### src/rtl/allpass_sa_pkg.sv
package allpass_sa_pkg;
  typedef enum logic {
    COEF_EIGHTH      = 1'b0,
    COEF_NINE_16THS  = 1'b1
  } coef_e;
endpackage

### src/rtl/ap_delay2.sv
module ap_delay2 #(
  parameter int W = 20
) (
  input  logic         clk_i,
  input  logic         rst_ni,
  input  logic         clr_ni,
  input  logic         en_i,
  input  logic [W-1:0] d_i,
  output logic [W-1:0] q1_o,
  output logic [W-1:0] q2_o
);
  always_ff @(posedge clk_i or negedge rst_ni) begin
    if (!rst_ni) begin
      q1_o <= '0;
      q2_o <= '0;
    end else if (!clr_ni) begin
      q1_o <= '0;
      q2_o <= '0;
    end else if (en_i) begin
      q1_o <= d_i;
      q2_o <= q1_o;
    end
  end
endmodule

### src/rtl/ap_coef_mul.sv
module ap_coef_mul
  import allpass_sa_pkg::*;
#(
  parameter int    W    = 20,
  parameter int    PW   = 24,
  parameter coef_e COEF = COEF_EIGHTH
) (
  input  logic [W-1:0]  d_i,
  output logic [PW-1:0] p_o
);
  localparam int GUARD = PW - W;

  logic signed [PW-1:0] ext;
  assign ext = $signed({d_i, {GUARD{1'b0}}});

  generate
    if (COEF == COEF_EIGHTH) begin : g_eighth
      assign p_o = ext >>> 3;
    end else begin : g_nine_16ths
      logic signed [PW-1:0] half, sixteenth;
      assign half      = ext >>> 1;
      assign sixteenth = ext >>> 4;
      assign p_o       = half + sixteenth;
    end
  endgenerate
endmodule

### src/rtl/ap_rtz_add.sv
module ap_rtz_add #(
  parameter int W  = 20,
  parameter int PW = 24
) (
  input  logic [W-1:0]  a_i,
  input  logic [PW-1:0] b_i,
  output logic [W-1:0]  y_o
);
  localparam int GUARD = PW - W;

  logic [PW-1:0] sum;
  logic          drop_any;
  logic          bump;

  assign sum      = {a_i, {GUARD{1'b0}}} + b_i;
  assign drop_any = |sum[GUARD-1:0];
  // negative values move up by one LSB when bits are dropped -> toward zero
  assign bump     = sum[PW-1] & drop_any;
  assign y_o      = sum[PW-1:GUARD] + {{(W-1){1'b0}}, bump};
endmodule

### src/rtl/allpass_sa.sv
module allpass_sa
  import allpass_sa_pkg::*;
#(
  parameter int    W     = 20,
  parameter int    GUARD = 4,
  parameter coef_e COEF  = COEF_EIGHTH
) (
  input  logic         clk_i,
  input  logic         rst_ni,
  input  logic         clr_ni,
  input  logic         in_valid_i,
  input  logic [19:0]  x_i,
  output logic         out_valid_o,
  output logic [19:0]  y_o
);
  localparam int PW = W + GUARD;

  logic [W-1:0]  x_d1, x_d2, y_d1, y_d2;
  logic [W-1:0]  diff, y_next;
  logic [PW-1:0] prod;

  ap_delay2 #(.W(W)) u_xdly (
    .clk_i(clk_i), .rst_ni(rst_ni), .clr_ni(clr_ni), .en_i(in_valid_i),
    .d_i(x_i), .q1_o(x_d1), .q2_o(x_d2)
  );

  // difference via inverted operand plus carry-in, kept at W bits
  assign diff = x_i + (~y_d2) + W'(1);

  ap_coef_mul #(.W(W), .PW(PW), .COEF(COEF)) u_mul (
    .d_i(diff), .p_o(prod)
  );

  ap_rtz_add #(.W(W), .PW(PW)) u_add (
    .a_i(x_d2), .b_i(prod), .y_o(y_next)
  );

  ap_delay2 #(.W(W)) u_ydly (
    .clk_i(clk_i), .rst_ni(rst_ni), .clr_ni(clr_ni), .en_i(in_valid_i),
    .d_i(y_next), .q1_o(y_d1), .q2_o(y_d2)
  );

  always_ff @(posedge clk_i or negedge rst_ni) begin
    if (!rst_ni)      out_valid_o <= 1'b0;
    else if (!clr_ni) out_valid_o <= 1'b0;
    else              out_valid_o <= in_valid_i;
  end

  assign y_o = y_d1;
endmodule

### config.mk
export PLATFORM = sky130hd
export DESIGN_NAME = allpass_sa
export DESIGN_NICKNAME = d
export VERILOG_FILES = /design/src/rtl/allpass_sa_pkg.sv /design/src/rtl/ap_delay2.sv /design/src/rtl/ap_coef_mul.sv /design/src/rtl/ap_rtz_add.sv /design/src/rtl/allpass_sa.sv
export SDC_FILE = /design/constraint.sdc
export NUM_CORES = 1
export LEC_CHECK = 0
export CORE_AREA = 2 2 100 102
export CTS_CLUSTER_DIAMETER = 40
export CTS_CLUSTER_SIZE = 25
export DETAILED_ROUTE_END_ITERATION = 8
export DIE_AREA = 0 0 102 104
export PLACE_DENSITY_LB_ADDON = 0.1
export SYNTH_ARGS = -nofsm -noshare
export SYNTH_HDL_FRONTEND = slang
export SYNTH_SLANG_ARGS = --single-unit
### constraint.sdc
create_clock -name clk_i -period 7.3 [get_ports clk_i]
set_clock_uncertainty 0.1 [all_clocks]
set_input_delay 1.46 -clock clk_i [delete_from_list [all_inputs] [get_ports clk_i]]
set_output_delay 1.46 -clock clk_i [all_outputs]
set_load 0.05 [all_outputs]
==> impl_metrics.py <==
metrics = {
    "global_routing": {
        "track_usage": 0.253,
        "grt_first_pass_wirelength_um": 21500,
        "grt.overflow.total": 0,
        "grt_pass1_vias": 4491,
        "use_met2": 0.430,
        "grt_use_met3": 0.0309,
        "grt_start_max_net_pins": 82,
        "antenna_found_initial": 0,
        "grt_util_met1": 0.323,
        "grt-busiest-layer": "met2",
    },
    "critical_path": {
        "critPathLaunchType": "input pin",
        "path_class": "input pin to flip-flop",
        "max_stage_delay_ps": 440,
        "crit_fanout": 4,
        "critPathRequiredTime_ps": 7430,
        "cp_data_arrival_time_ps": 7060,
        "slowest_stage": "clkdlybuf4s50_1",
        "end_kind": "flip-flop",
    },
    "routing": {
        "first_pass_iters": 5,
        "post_drt_wl_per_cell_um": 16.1,
        "drt-vias-per-instance": 5.70,
        "drtIter0Drc": 213,
        "final_antenna_net_count": 0,
        "totalWireLength_um": 12800,
        "vias": 4545,
        "drc": 0,
    },
    "cts": {
        "numCtsBuffers": 9,
        "h-tree-depth": 3,
        "worstSkewPairLatency_ps": 360,
        "clk_pin_slew_ps": 90,
        "cts_sinks": 81,
        "clockBufferDepth": 2,
        "hold_buffers": 0,
        "root_buffer": "clkbuf_8",
        "cts_tree": "yes",
    },
    "place": {
        "port_buffers": 44,
        "gp_congestion": 0.888,
        "dpl_cell_area_mm2": 0.00624,
        "dp_slack_ps": -297,
        "hpwl_um": 9340,
    },
    "sta": {
        "final_hold_viol_count": 0,
        "tightest_slew_ps": 1030,
        "period_minus_slack_ps": 6930,
        "fmax_ghz": 0.144,
        "period_share": 0.950,
        "holdWs_ps": 428,
        "setup_viol": 0,
        "fin_ws_ps": 368,
        "maxSlewViolCount": 0,
        "slew_headroom": 0.314,
    },
    "yosys": {
        "syn_avg_cell_area_um2": 9.26,
        "yosys_warnings": 0,
        "synthCells": 599,
        "async_flop_share": 1.00,
        "synth-main-ff-cell": "dfrtp_1",
        "yosysSeqAreaShare": 0.365,
        "synth.distinct_cells": 58,
        "synth_edf_count": 0,
        "ys_ff_latch": 81,
        "synth_fp_nets": 666,
        "synthesis.area_mm2": 0.00555,
    },
    "floorplan": {
        "die_y_um": 104,
        "rows": 36,
        "die_area_mm2": 0.0106,
        "die_w_um": 102,
        "io_pins": 45,
        "core_mm2": 0.00955,
        "start_util": 0.581,
    },
    "finish": {
        "num-nets-final": 726,
        "layout_commonest_cell": "nor2_1",
        "fin_area_mm2": 0.00653,
        "most-common-layout-cells": "91 x nor2_1, 81 x dfrtp_1, 65 x mux2i_1",
        "post-route-util": 0.684,
        "drive_above_1_share": 0.119,
        "diodes": 0,
        "syn2layout_area_growth_pct": 17.8,
        "fillers": 785,
    },
    "status": {
        "status": "complete, no violations",
    },
    "power": {
        "powerDensity_mw_per_mm2": 220,
        "peakVddDrop_uv": 135,
        "p_leak_nw": 3.06,
    },
    "worst_hold_path": {
        "hp-class": "flip-flop to flip-flop",
    },
    "job": {
        "cap_viol_max_count": 0,
    },
}
[final cells by class]
cell class              instances  area (µm²)  area share
multi-input cells             461        3360       0.514
flip-flops and latches         81        2030       0.310
repair buffers                 74         666       0.102
well taps                     133         166      0.0255
clock buffers                  10         128      0.0195
inverters                      32         120      0.0184
clock inverters                 6        65.1     0.00996
[path summary, 6_finish.rpt]
check	start	slack, ps	depth (start not counted)	to
hold reg to reg	u_xdly.q1_o[10]	430	2	u_xdly.q2_o[10]
hold / removal	u_xdly.q1_o[10]	430	2	u_xdly.q2_o[10]
min in group asynchronous	rst_ni	1130	1	u_ydly.q2_o[6]
setup reg to reg	u_ydly.q2_o[1]	1440	29	u_ydly.q1_o[18]
setup / recovery	x_i[2]	370	29	u_ydly.q1_o[18]
max in group asynchronous	rst_ni	5260	1	u_ydly.q1_o[9]
[metal layers]
metal  vias up  share of wire
met5         -              0
met1      2205           0.44
li1       2223              -
met3        23          0.027
met4         0          0.028
met2        94           0.51
[synthesized netlist by cell type (all sizes together), types with 5 or more instances]
library cell | n | share of area
nor2 | 91 | 0.062
dfrtp | 81 | 0.37
mux2i | 65 | 0.12
ha | 41 | 0.092
a21oi | 33 | 0.030
inv | 32 | 0.022
xnor2 | 31 | 0.049
o21ai | 26 | 0.023
nand2 | 23 | 0.016
xor2 | 19 | 0.030
clkbuf | 15 | 0.010
nand3 | 12 | 0.011
a21o | 11 | 0.015
a211oi | 10 | 0.014
buf | 10 | 0.0079
nor3 | 9 | 0.0081
o21a | 7 | 0.0095
and2 | 6 | 0.0070
nand4 | 6 | 0.0068
o21bai | 6 | 0.0081
nor2b | 5 | 0.0056
or2 | 5 | 0.0056
or3 | 5 | 0.0059
[cells by family after synthesis]
logic type / Yosys count / synth area share
compound gates: 122 / 0.145
xor+xnor: 50 / 0.0790
fa+ha+maj: 43 / 0.0997
buf+inv: 57 / 0.0397
flops: 81 / 0.365
mux: 65 / 0.117
simple gates: 181 / 0.154
[metrics by stage]
stage	setup TNS, ps	instances	power, mW
floorplan	0	599	0.914
global placement	-92.9	777	1.07
detailed placement	-1360	777	1.08
CTS	0	793	1.42
global route	-45.4	797	1.52
finish	0	797	1.44
[state kept, by name, indices dropped and copies added, names as in the netlist]
signal and flops:
u_xdly.q1_o 20, u_ydly.q2_o 20, out_valid_o 1, u_xdly.q2_o 20
u_ydly.q1_o 20
[critical path, delay by kind of cell]
family          cells  cell delay, ps
buf+inv             2             610
xor+xnor            4             710
simple gates        6            1070
fa+ha+maj           4            1090
compound gates     13            2110
[where the power goes]
part | switching, mW | internal, mW | leakage [nW] | total (mW)
Sequential | 0.0271 | 0.482 | 1.09 | 0.509
Clock | 0.179 | 0.160 | 0.0971 | 0.338
Combinational | 0.342 | 0.246 | 1.87 | 0.588
Total | 0.548 | 0.888 | 3.06 | 1.44
[what timing repair did]
item / CTS / global route
gates resized for setup: 0 / 20
buffers inserted: 0 / 4
endpoints found under the setup margin: 0 / 9
No activity file was read; power rests on OpenSTA's default activity.
